### src/rtl/mputx_pkg.sv
package mputx_pkg;
  localparam int CHAR_W   = 8;
  localparam int MAX_STOP = 2;

  typedef enum logic [1:0] {
    MD_PLAIN = 2'b00,
    MD_IDLE  = 2'b01,
    MD_ADDR  = 2'b10,
    MD_AUTO  = 2'b11
  } mode_e;

  typedef struct packed {
    logic  par_en;
    logic  par_even;
    logic  msb_first;
    logic  len7;
    logic  two_stop;
    mode_e mode;
  } fmt_t;
endpackage

### src/rtl/mputx_framer.sv
module mputx_framer
  import mputx_pkg::*;
#(
  parameter int IDLE_BITS = 11,
  parameter int FRAME_W   = 24,
  parameter int LEN_W     = 5
) (
  input  fmt_t               fmt,
  input  logic [CHAR_W-1:0]  data,
  input  logic               mark_addr,
  input  logic               mark_brk,
  output logic [FRAME_W-1:0] bits,
  output logic [LEN_W-1:0]   nbits
);
  always_comb begin
    int   pos;
    int   nd;
    logic par;
    logic b;
    bits = '1;
    pos  = 0;
    par  = 1'b0;
    b    = 1'b0;
    nd   = fmt.len7 ? CHAR_W - 1 : CHAR_W;
    // quiet gap ahead of an address frame in idle-line mode
    if (fmt.mode == MD_IDLE && mark_addr && !mark_brk) pos = IDLE_BITS;
    bits[pos] = 1'b0;
    pos = pos + 1;
    for (int i = 0; i < CHAR_W; i++) begin
      if (i < nd) begin
        b = fmt.msb_first ? data[nd-1-i] : data[i];
        bits[pos] = b;
        par = par ^ b;
        pos = pos + 1;
      end
    end
    if (fmt.mode == MD_ADDR) begin
      bits[pos] = mark_addr;
      par = par ^ mark_addr;
      pos = pos + 1;
    end
    if (fmt.par_en) begin
      bits[pos] = fmt.par_even ? par : ~par;
      pos = pos + 1;
    end
    pos = pos + (fmt.two_stop ? MAX_STOP : 1);
    if (mark_brk) begin
      for (int j = 0; j < FRAME_W; j++) begin
        if (j < pos) bits[j] = 1'b0;
      end
      pos = pos + 1;
    end
    nbits = LEN_W'(pos);
  end
endmodule

### src/rtl/mputx_hold.sv
module mputx_hold
  import mputx_pkg::*;
(
  input  logic              clk,
  input  logic              rst,
  input  logic              soft_rst,
  input  fmt_t              fmt_in,
  input  logic              wr_en,
  input  logic [CHAR_W-1:0] wr_data,
  input  logic              set_addr,
  input  logic              set_brk,
  input  logic              take,
  output fmt_t              fmt_q,
  output logic [CHAR_W-1:0] buf_data,
  output logic              buf_full,
  output logic              addr_flag,
  output logic              brk_flag
);
  always_ff @(posedge clk) begin
    if (rst || soft_rst) begin
      fmt_q     <= fmt_in;
      buf_data  <= '0;
      buf_full  <= 1'b0;
      addr_flag <= 1'b0;
      brk_flag  <= 1'b0;
    end else begin
      if (wr_en) begin
        buf_data <= wr_data;
        buf_full <= 1'b1;
      end else if (take) begin
        buf_full <= 1'b0;
      end
      addr_flag <= set_addr | (addr_flag & ~take);
      brk_flag  <= set_brk  | (brk_flag  & ~take);
    end
  end
endmodule

### src/rtl/mputx_shift.sv
module mputx_shift #(
  parameter int FRAME_W = 24,
  parameter int LEN_W   = 5
) (
  input  logic               clk,
  input  logic               rst,
  input  logic               soft_rst,
  input  logic               baud_tick,
  input  logic               buf_full,
  input  logic [FRAME_W-1:0] bits,
  input  logic [LEN_W-1:0]   nbits,
  output logic               take,
  output logic               txd,
  output logic               busy
);
  logic [FRAME_W-1:0] shreg;
  logic [LEN_W-1:0]   remain;
  logic               more;

  assign more = busy && (remain != '0);
  assign take = baud_tick && buf_full && !more && !rst && !soft_rst;

  always_ff @(posedge clk) begin
    if (rst || soft_rst) begin
      shreg  <= '1;
      remain <= '0;
      busy   <= 1'b0;
      txd    <= 1'b1;
    end else if (baud_tick) begin
      if (more) begin
        txd    <= shreg[0];
        shreg  <= {1'b1, shreg[FRAME_W-1:1]};
        remain <= remain - 1'b1;
      end else if (buf_full) begin
        txd    <= bits[0];
        shreg  <= {1'b1, bits[FRAME_W-1:1]};
        remain <= nbits - 1'b1;
        busy   <= 1'b1;
      end else begin
        txd  <= 1'b1;
        busy <= 1'b0;
      end
    end
  end
endmodule

### src/rtl/mpu_uart_tx.sv
module mpu_uart_tx
  import mputx_pkg::*;
#(
  parameter int IDLE_BITS = 11,
  localparam int FRAME_W  = IDLE_BITS + 1 + CHAR_W + 2 + MAX_STOP,
  localparam int LEN_W    = $clog2(FRAME_W + 1)
) (
  input  logic              clk,
  input  logic              rst,
  input  logic              soft_rst,
  input  logic              cfg_par_en,
  input  logic              cfg_par_even,
  input  logic              cfg_msb_first,
  input  logic              cfg_len7,
  input  logic              cfg_two_stop,
  input  logic [1:0]        cfg_mode,
  input  logic              set_addr,
  input  logic              set_brk,
  input  logic              wr_en,
  input  logic [CHAR_W-1:0] wr_data,
  input  logic              baud_tick,
  output logic              txd,
  output logic              busy,
  output logic              buf_empty,
  output logic              addr_flag,
  output logic              brk_flag
);
  fmt_t               fmt_in;
  fmt_t               fmt_q;
  logic [CHAR_W-1:0]  buf_data;
  logic               buf_full;
  logic               take;
  logic [FRAME_W-1:0] frame_bits;
  logic [LEN_W-1:0]   frame_len;

  assign fmt_in = '{par_en:    cfg_par_en,
                    par_even:  cfg_par_even,
                    msb_first: cfg_msb_first,
                    len7:      cfg_len7,
                    two_stop:  cfg_two_stop,
                    mode:      mode_e'(cfg_mode)};

  mputx_hold u_hold (
    .clk       (clk),
    .rst       (rst),
    .soft_rst  (soft_rst),
    .fmt_in    (fmt_in),
    .wr_en     (wr_en),
    .wr_data   (wr_data),
    .set_addr  (set_addr),
    .set_brk   (set_brk),
    .take      (take),
    .fmt_q     (fmt_q),
    .buf_data  (buf_data),
    .buf_full  (buf_full),
    .addr_flag (addr_flag),
    .brk_flag  (brk_flag)
  );

  mputx_framer #(.IDLE_BITS(IDLE_BITS), .FRAME_W(FRAME_W), .LEN_W(LEN_W)) u_framer (
    .fmt       (fmt_q),
    .data      (buf_data),
    .mark_addr (addr_flag),
    .mark_brk  (brk_flag),
    .bits      (frame_bits),
    .nbits     (frame_len)
  );

  mputx_shift #(.FRAME_W(FRAME_W), .LEN_W(LEN_W)) u_shift (
    .clk       (clk),
    .rst       (rst),
    .soft_rst  (soft_rst),
    .baud_tick (baud_tick),
    .buf_full  (buf_full),
    .bits      (frame_bits),
    .nbits     (frame_len),
    .take      (take),
    .txd       (txd),
    .busy      (busy)
  );

  assign buf_empty = ~buf_full;
endmodule

### config.mk
export PLATFORM = sky130hd
export DESIGN_NAME = mpu_uart_tx
export DESIGN_NICKNAME = d
export VERILOG_FILES = /design/src/rtl/mputx_pkg.sv /design/src/rtl/mputx_framer.sv /design/src/rtl/mputx_hold.sv /design/src/rtl/mputx_shift.sv /design/src/rtl/mpu_uart_tx.sv
export SDC_FILE = /design/constraint.sdc
export NUM_CORES = 1
export LEC_CHECK = 0
export BUFFER_PORTS_ARGS = -buffer_cell sky130_fd_sc_hd__buf_2
export CAP_MARGIN = 40
export CORE_UTILIZATION = 30
export CTS_CLUSTER_DIAMETER = 60
export DETAILED_ROUTE_END_ITERATION = 8
export PLACE_DENSITY = 0.42
export SETUP_SLACK_MARGIN = 0.4
export SLEW_MARGIN = 25
export SYNTH_ARGS = -nofsm -noshare
export SYNTH_HDL_FRONTEND = slang
export SYNTH_HIERARCHICAL = 1
export SYNTH_SLANG_ARGS = --single-unit
### constraint.sdc
create_clock -name clk -period 8.1 [get_ports clk]
set_input_delay 1.215 -clock clk [delete_from_list [all_inputs] [get_ports clk]]
set_output_delay 1.215 -clock clk [all_outputs]
set_load 0.03 [all_outputs]
==> results of run 1 <==
## logic make-up (layout without fill, tap and decap cells)
kind of cell / count (synthesis) / count (layout) / share of synthesized area (%)
AO/OA/AOI/OAI: 125 / 125 / 23.4
buffers and inverters: 40 / 54 / 5.39
AND/OR/NAND/NOR: 159 / 159 / 20.1
multiplexers: 52 / 52 / 12.9
adder cells (fa/ha/maj): 18 / 18 / 5.69
flip-flops: 48 / 48 / 24.7
XOR/XNOR: 30 / 30 / 7.90
## state kept, by name, indices dropped and copies added (netlist names)
signal	cells
u_hold/addr_flag	1
u_hold/brk_flag	1
u_hold/buf_data	8
u_hold/buf_full	1
u_hold/fmt_q	7
u_shift/busy	1
u_shift/remain	5
u_shift/shreg	23
u_shift/txd	1
## cell type report
| class | count | share of cell area [%] |
|---|---|---|
| inverter | 15 | 1.23 |
| multi-input combinational | 384 | 63.6 |
| tap | 176 | 4.79 |
| clock buffer | 6 | 3.27 |
| timing repair buffer | 31 | 4.41 |
| sequential | 48 | 22.4 |
| clock inverter | 2 | 0.245 |
## cell usage in the layout, fill, tap and decap left out, drive strengths merged, types with 11 or more instances in the layout
| cell | Yosys | final |
|---|---|---|
| nor2 | 52 | 52 |
| mux2i | 48 | 48 |
| dfxtp | 41 | 41 |
| nand2 | 32 | 32 |
| buf | 16 | 31 |
| a21oi | 25 | 25 |
| a2bb2oi | 22 | 22 |
| xnor2 | 19 | 19 |
| ha | 15 | 15 |
| inv | 14 | 15 |
| o21ai | 15 | 15 |
| nand3 | 13 | 13 |
| xor2 | 11 | 11 |
| nor3 | 11 | 11 |
## Yosys cell counts, types with 3 or more instances
| cell type | instances | area, sq um |
|---|---|---|
| nor2_1 | 49 | 184 |
| mux2i_1 | 47 | 470 |
| dfxtp_1 | 41 | 821 |
| nand2_1 | 32 | 120 |
| a21oi_1 | 24 | 120 |
| a2bb2oi_1 | 22 | 193 |
| ha_1 | 15 | 188 |
| xnor2_1 | 14 | 123 |
| inv_1 | 13 | 48.8 |
| nand3_1 | 12 | 60.1 |
| o21ai_0 | 12 | 60.1 |
| nor3_1 | 10 | 50.1 |
| xor2_1 | 10 | 87.6 |
| clkbuf_1 | 9 | 33.8 |
| buf_2 | 8 | 40.0 |
| edfxtp_1 | 7 | 210 |
| nand2b_1 | 7 | 43.8 |
| nand4_1 | 7 | 43.8 |
| o211ai_1 | 7 | 52.6 |
| nand3b_1 | 6 | 45.0 |
| a22oi_1 | 5 | 37.5 |
| o31ai_1 | 5 | 37.5 |
| a21o_1 | 4 | 30.0 |
| a31oi_1 | 4 | 25.0 |
| a32oi_1 | 4 | 35.0 |
| and3_1 | 4 | 25.0 |
| buf_6 | 4 | 45.0 |
| mux2_2 | 4 | 45.0 |
| a211oi_2 | 3 | 37.5 |
| a22o_1 | 3 | 26.3 |
| and2_1 | 3 | 18.8 |
| nor2_2 | 3 | 18.8 |
| nor4_2 | 3 | 37.5 |
| or2_2 | 3 | 18.8 |
| or3_1 | 3 | 18.8 |
| xnor2_2 | 3 | 48.8 |
## stage by stage
step,hold slack [ns],worst slack (ns),instance area (sq um),total power [mW]
floorplan,0.443,3.36,4180,0.441
global placement,0.454,2.79,4380,0.505
detailed placement,0.455,2.70,4400,0.503
CTS,0.470,2.67,4560,0.736
global route,0.502,2.15,4590,0.772
finish,0.463,2.65,4590,0.728
## power breakdown
| group | leakage [nW] | total, mW | internal [mW] | switching [mW] |
|---|---|---|---|---|
| Combinational | 1.34 | 0.240 | 0.0897 | 0.150 |
| Sequential | 0.404 | 0.261 | 0.248 | 0.0128 |
| Clock | 0.0823 | 0.228 | 0.133 | 0.0947 |
## worst paths after layout
| kind | from | to | cells past startpoint |
|---|---|---|---|
| setup / recovery | u_hold/brk_flag | u_shift/remain[4] | 15 |
| hold / removal | u_shift/txd | u_shift/txd | 2 |
| setup reg to reg | u_hold/brk_flag | u_shift/remain[4] | 15 |
| hold reg to reg | u_shift/txd | u_shift/txd | 2 |
## layer usage
| layer | up-vias | wire length [um] |
|---|---|---|
| met5 | - | 0 |
| met4 | 0 | 381 |
| met3 | 27 | 542 |
| met2 | 116 | 5200 |
| met1 | 1691 | 5600 |
| li1 | 1775 | - |
## worst min-delay path, delay by kind of cell, from the launching register on
kind / cells / cell delay, ns
DFF: 1 / 0.32
AOI/OAI and AO/OA: 2 / 0.11
==> metrics.txt, run 1 <==
fmax 184 MHz; Final GP Congestion 0.857; CP max-delay cell fa_1; fraction of registers with async set/reset 0%; Synth Instances 472; Peak VDD IR 0.0000840 V; sequential element share of the synthesized area 24.7%; unique cell type count in the Yosys netlist 85; # hold bufs at CTS 0; # placed instances 652; Worst Tran Pin Value 0.647 ns; register-to-register setup slack 2.65 ns; diode count 0; Routed WL per cell 17.7 um; Via-to-Cell Ratio 5.45; met2 usage 26.5%; first-pass GRT wire length 19.0 mm; layout cells sized above 1 16.5%; Starting Density 31.2%; number of nets in the layout 524; fin cells 662; cell family with most CP delay adder cells; die area 14,400 sq um; Die X 120 um; DRC 0; Ys Warns 6; Pre-antenna DRT Iters 5; synth-to-layout area growth 9.94%; RSZ-0062 raised after global routing no; fin util 34.3%; Setup violations, final 0; via count 3,609; routed wire length 11.7 mm; pwr/cell area 158 nW/um^2; Startpoint Class flop; vias in the first global route 3,561; CTS tree built; Crit Path Class flop to flop; Filler Cells Inserted 1,419; area of the multi-input gates 2920 sq um; GRT met1 Usage 22.7%; CTS Buffer Depth 2; gr usage total 16.9%; Post-synth EDFFs 7; Buf+Inv Stages, Crit Path 2; Clock Tree Root clkbuf_16; Post-CTS Setup Bufs 0; clock transition at the registers of the reported paths 0.07 ns; max-slew violations 0; area of the core 13,400 sq um; worst skew pair latency 0.30 ns; Seq cells post-synth 48; Static Leak 1.83 nW; number of CTS-inserted buffers 5; post-route ant nets 0; Cell Area, Synth 4180 sq um; initial antenna violation count 0; Critical Path, Cell by Cell nand4bb_1, clkinv_1, fa_1, xor2_1, ha_1, inv_1, fa_1, xnor2_2, and3_1, nand2_1, xnor2_1, mux2_2, a31oi_1, a2111oi_0, a31o_2; Worst Path Max Fanout 18; HP Class flop to flop; status finished clean; I/O pins 27; maximum number of pins on one net before global-route repair 23; normalized max-slew margin 56.9%; ys flop type dfxtp_1; grt total ovfl 0; CTS resizes 0; crit share post-route 67.3%; fin crit period 5.45 ns; register area 1030 sq um; Port Buf Inserts 26; CP Data Arrival Time 5.64 ns; CTS H-tree depth 2; CP Capture Type flop; GR Util met3 2.95%; setup TNS 0 ns; TritonCTS Sinks 48; required time of the critical path 8.29 ns; Worst Clk Skew 0.00759 ns; Post-DP HPWL 8.89 mm; max_cap viols 0; DIE HEIGHT 120 um; CP most frequent cell fa_1; initial drt markers 267; final hold vios 0; max incr delay on CP 0.83 ns; Mean Syn Cell Area 8.85 sq um; most used routing layer met2; # rows 42; syn nets 511
Power figures use the tool's default switching activity.
==> run 2, diff against run 1 <==
Clock period 8.1 ns to 5.3 ns, I/O delays scaled along.
==> run 2 against run 1 <==
- final area rose by 0.33%
- highest routed layer unchanged
- fmax is 20% higher
- worst hold slack better by 0.0062 ns
- via count fell by 1.1%
- combinational power grew 55%
- setup slack lost 1.9 ns
- clock power is 46% higher
- non-clock buffer count is 5 higher
- power rose by 51%
==> metrics.txt, run 2 (synthesis results as in run 1) <==
normalized max-slew margin 59.6%; clock network power share 30.4%; Port Buf Inserts 26; fin util 34.4%; max_cap viols 0; CTS Buffer Depth 2; Seq pwr share 35.8%; routed wire length 12.2 mm; Peak VDD IR 0.000127 V; switch share 36.9%; area of the core 13,400 sq um; Post-CTS Setup Bufs 0; Static Leak 1.84 nW; Crit Path Class flop to flop; Comb pwr share 33.8%; DIE HEIGHT 120 um; synth-to-layout area growth 10.3%; max incr delay on CP 0.67 ns; worst skew pair latency 0.31 ns; register-to-register setup slack 0.77 ns; R2R depth 17; P_int 0.692 mW; Routed WL per cell 18.2 um; maximum number of pins on one net before global-route repair 25; Hold WS 0.469 ns; Final GP Congestion 0.896; setup TNS 0 ns; initial drt markers 224; layout cells sized above 1 17.1%; Pre-antenna DRT Iters 5; via count 3,568; die area 14,400 sq um; final hold vios 0; TritonCTS Sinks 48; DRC 0; # rows 42; min-delay src u_shift/txd; CTS resizes 0; most common cell after layout, fill and taps aside nor2_1; post-route ant nets 0; hold-critical path endpoint u_shift/txd; Via-to-Cell Ratio 5.35; cell family with most CP delay adder cells; Filler Cells Inserted 1,396; Clock Tree Root clkbuf_16; crit share post-route 85.5%; Min-Delay Path Depth 2; RSZ-0062 raised after global routing no; pwr/cell area 238 nW/um^2; fmax 221 MHz; diode count 0; reg-to-reg startpoint u_hold/fmt_q[0]; CTS tree built; CP Data Arrival Time 4.74 ns; Startpoint Class flop; Post-DP HPWL 9.21 mm; grt total ovfl 0; # hold bufs at CTS 0; Worst Tran Pin Value 0.589 ns; Buf+Inv Stages, Crit Path 4; CTS H-tree depth 2; CP max-delay cell fa_1; HP Class flop to flop; Worst Path Max Fanout 12; Top Registers u_shift/shreg (23), u_hold/buf_data (8), u_hold/fmt_q (7); most frequent cells in the layout nor2_1, mux2i_1, dfxtp_1, nand2_1, buf_2; total power 1.10 mW; I/O pins 27; FF-to-FF End u_shift/remain[4]; sw power 0.405 mW; Worst Clk Skew 0.00840 ns; fin crit period 4.53 ns; most flop-heavy register u_shift/shreg; Die X 120 um; required time of the critical path 5.50 ns; Setup violations, final 0; initial antenna violation count 0; first-pass GRT wire length 19.4 mm; number of CTS-inserted buffers 5; max-slew violations 0; max reg flops 23; CP Capture Type flop; gr usage total 17.5%; Critical Path, Cell by Cell nand4bb_1, buf_4, clkinv_1, buf_4, fa_1, xor2_1, ha_1, inv_1, fa_1, xnor2_2, and3_1, nand2_1, xnor2_1, mux2_2, a31oi_1, a2111oi_0, a31o_2; clock transition at the registers of the reported paths 0.07 ns; number of nets in the layout 529; status finished clean; Worst path depth 17; vias in the first global route 3,464; Starting Density 31.2%
-- run 2: changes by cell type in the layout (fill, tap and decap cells not counted) --
cell	change
buf_4	+5
buf_6	+1
buf_8	-1
clkbuf_16	-1
clkinv_1	+1
inv_4	-1
inv_6	+1
-- run 2: layout make-up --
type | instances | area (sq um) | share of cell area [%]
multi-input cells | 384 | 2920 | 63.4
flip-flops and latches | 48 | 1030 | 22.4
repair buffers | 36 | 236 | 5.13
well taps | 176 | 220 | 4.78
clock buffers | 5 | 125 | 2.71
inverters | 15 | 56.3 | 1.22
clock inverters | 3 | 17.5 | 0.380
-- run 2: power by group through the flow --
stage               Sequential, mW  Combinational [mW]  Clock, mW
floorplan                    0.397               0.277          0
finish                       0.393               0.371      0.333
detailed placement           0.402               0.366          0
global route                 0.395               0.411      0.364
global placement             0.402               0.369          0
CTS                          0.394               0.368      0.350
-- run 2: metal layers --
metal	vias to the layer above	wire length, um	share of wire [%]	track usage (%)
met5	-	0	0	0
met4	0	125	1.0	3.59
met3	10	583	4.8	3.37
met2	88	5530	45	28.1
met1	1680	5920	49	24.2
li1	1790	-	-	-
-- run 2: metrics by stage --
step,setup slack (ns),std cells,instance area (sq um)
3_3_place_gp,0.847,656,4410
4_1_cts,0.776,665,4580
6_report,0.766,667,4610
2_1_floorplan,0.557,472,4180
3_5_place_dp,0.793,657,4440
5_1_grt,0.452,667,4610
-- run 2: worst min-delay path, stage by stage, from the launching register on --
cell,delay (ns)
dfxtp_1,0.33
a21oi_1,0.06
o31ai_1,0.06
-- run 2: worst max-delay path by stage --
stage | from | endpoint | slack [ns]
final | u_hold/fmt_q[0] | u_shift/remain[4] | 0.77
after global routing | u_hold/fmt_q[0] | u_shift/remain[4] | 0.45
after CTS | u_hold/fmt_q[0] | u_shift/remain[4] | 0.78
after detailed placement | u_hold/fmt_q[0] | u_shift/remain[4] | 0.79
after floorplan | u_hold/brk_flag | u_shift/remain[4] | 0.56
after global placement | u_hold/fmt_q[0] | u_shift/remain[4] | 0.85
==> run 3, diff against run 2 <==
Settings changed: CORE_UTILIZATION 30 to 60, PLACE_DENSITY 0.42 to 0.76.
==> run 3 against run 2 <==
- combinational power shrank 2%
- power fell by 2.5%
- via count grew 4.6%
- utilization increased by 31 points
- die area fell by 49%
- global-route usage grew 13 points
- critical endpoint unchanged
- largest cell class unchanged
==> metrics.txt, run 3 (synthesis results as in run 1) <==
max-slew violations 0; fin cells 567; layout cells sized above 1 17.0%; fin crit period 4.68 ns; Post-DP HPWL 7.73 mm; post-route ant nets 0; most frequent cells in the layout nor2_1, mux2i_1, dfxtp_1, nand2_1, buf_2; Peak VDD IR 0.000133 V; Worst Tran Pin Value 0.771 ns; Pre-antenna DRT Iters 6; Worst Clk Skew 0.00458 ns; cell area after layout 4430 sq um; CP most frequent cell ha_1; fmax 214 MHz; pwr/cell area 241 nW/um^2; initial drt markers 531; gr usage total 30.2%; DRC 0; # placed instances 559; area of the core 6760 sq um; setup TNS 0 ns; DIE HEIGHT 85.5 um; Clock Tree Root clkbuf_8; grt total ovfl 0; Top Registers u_shift/shreg (23), u_hold/buf_data (8), u_hold/fmt_q (7); RSZ-0062 raised after global routing no; CP max-delay cell ha_1; worst skew pair latency 0.32 ns; cell family with most CP delay adder cells; normalized max-slew margin 48.4%; routed wire length 10.5 mm; most common cell after layout, fill and taps aside nor2_1; final hold vios 0; Critical Path, Cell by Cell nand4bb_1, buf_4, clkinvlp_4, ha_1, ha_1, mux2i_4, mux2_2, xnor2_2, nand2_1, nor2_1, xnor2_1, a32oi_1, a2111oi_0, a31o_2; Crit Path Class flop to flop; Final GP Congestion 0.978; max reg flops 23; first-pass GRT wire length 17.3 mm; via count 3,732; most flop-heavy register u_shift/shreg; maximum number of pins on one net before global-route repair 25; Worst Path Max Fanout 13; CTS tree built; Die X 85.5 um; max_cap viols 0; TritonCTS Sinks 48; crit share post-route 88.2%; number of nets in the layout 525; Static Leak 1.80 nW; vias in the first global route 3,439; I/O pins 27; status finished clean; Startpoint Class flop; synth-to-layout area growth 6.05%; HP Class flop to flop; initial antenna violation count 0; number of CTS-inserted buffers 5; clock transition at the registers of the reported paths 0.10 ns; required time of the critical path 5.57 ns; CTS Buffer Depth 2; die area 7300 sq um; # rows 30; CP Data Arrival Time 4.95 ns; Starting Density 61.9%; fin util 65.6%; CP Capture Type flop; Buf+Inv Stages, Crit Path 2; diode count 0; Routed WL per cell 18.6 um; Port Buf Inserts 26; Area after DPL 4290 sq um; Setup violations, final 0; CTS H-tree depth 2; Via-to-Cell Ratio 6.58; # hold bufs at CTS 0; max incr delay on CP 0.53 ns
-- run 3: cell types whose count changed in the layout (fill, tap and decap cells not counted) --
cell	change
clkbuf_8	+5
clkbuf_16	-4
buf_4	-2
clkinvlp_4	+1
buf_16	-1
fa_2	+1
buf_6	-1
bufinv_16	+1
fa_1	-1
clkinv_1	-2
clkinv_2	-1
-- run 3: power by group --
part / leakage (nW) / total [mW] / internal [mW] / switching, mW
sequential: 0.404 / 0.396 / 0.379 / 0.0170
clock: 0.0669 / 0.312 / 0.171 / 0.141
combinational: 1.33 / 0.362 / 0.137 / 0.225
total: 1.80 / 1.07 / 0.687 / 0.383
-- run 3: final cells by class --
type | instances | area, sq um
Timing Repair Buffer | 32 | 183
Inverter | 15 | 60.1
Fill cell | 563 | 2320
Multi-Input combinational cell | 384 | 2930
Tap cell | 80 | 100
Clock inverter | 2 | 38.8
Sequential cell | 48 | 1030
Clock buffer | 6 | 93.8
-- run 3: final timing paths --
| check | depth (start not counted) | start | slack, ns | endpoint |
|---|---|---|---|---|
| min reg2reg | 2 | u_shift/txd | 0.47 | u_shift/txd |
| min | 2 | u_shift/txd | 0.47 | u_shift/txd |
| max reg2reg | 14 | u_hold/addr_flag | 0.62 | u_shift/remain[4] |
| max | 14 | u_hold/addr_flag | 0.62 | u_shift/remain[4] |
-- run 3: through the flow --
| step | power (mW) | setup WS [ns] | hold slack, ns |
|---|---|---|---|
| after floorplan | 0.674 | 0.557 | 0.443 |
| after global placement | 0.746 | 0.716 | 0.448 |
| after detailed placement | 0.754 | 0.615 | 0.460 |
| after CTS | 1.06 | 0.606 | 0.480 |
| after global routing | 1.12 | 0.417 | 0.506 |
| final | 1.07 | 0.624 | 0.472 |
-- run 3: timing repair --
item | 4_1_cts | 5_1_grt
setup endpoints to repair | 0 | 2
buffers inserted | 0 | 0
gates resized for setup | 0 | 2
-- run 3: layer usage --
layer | track usage, % | wire (um)
met5 | 0 | 0
met4 | 10.8 | 284
met3 | 5.25 | 829
met2 | 48.5 | 4740
met1 | 40.7 | 4660
-- run 3: worst reg2reg max path, stage by stage, from the launching register on --
cell and delay, ns:
dfxtp_1 0.49, nand4bb_1 0.14, buf_4 0.20, clkinvlp_4 0.22, ha_1 0.53, ha_1 0.37
mux2i_4 0.33, mux2_2 0.48, xnor2_2 0.42, nand2_1 0.17, nor2_1 0.28, xnor2_1 0.21
a32oi_1 0.15, a2111oi_0 0.46, a31o_2 0.17
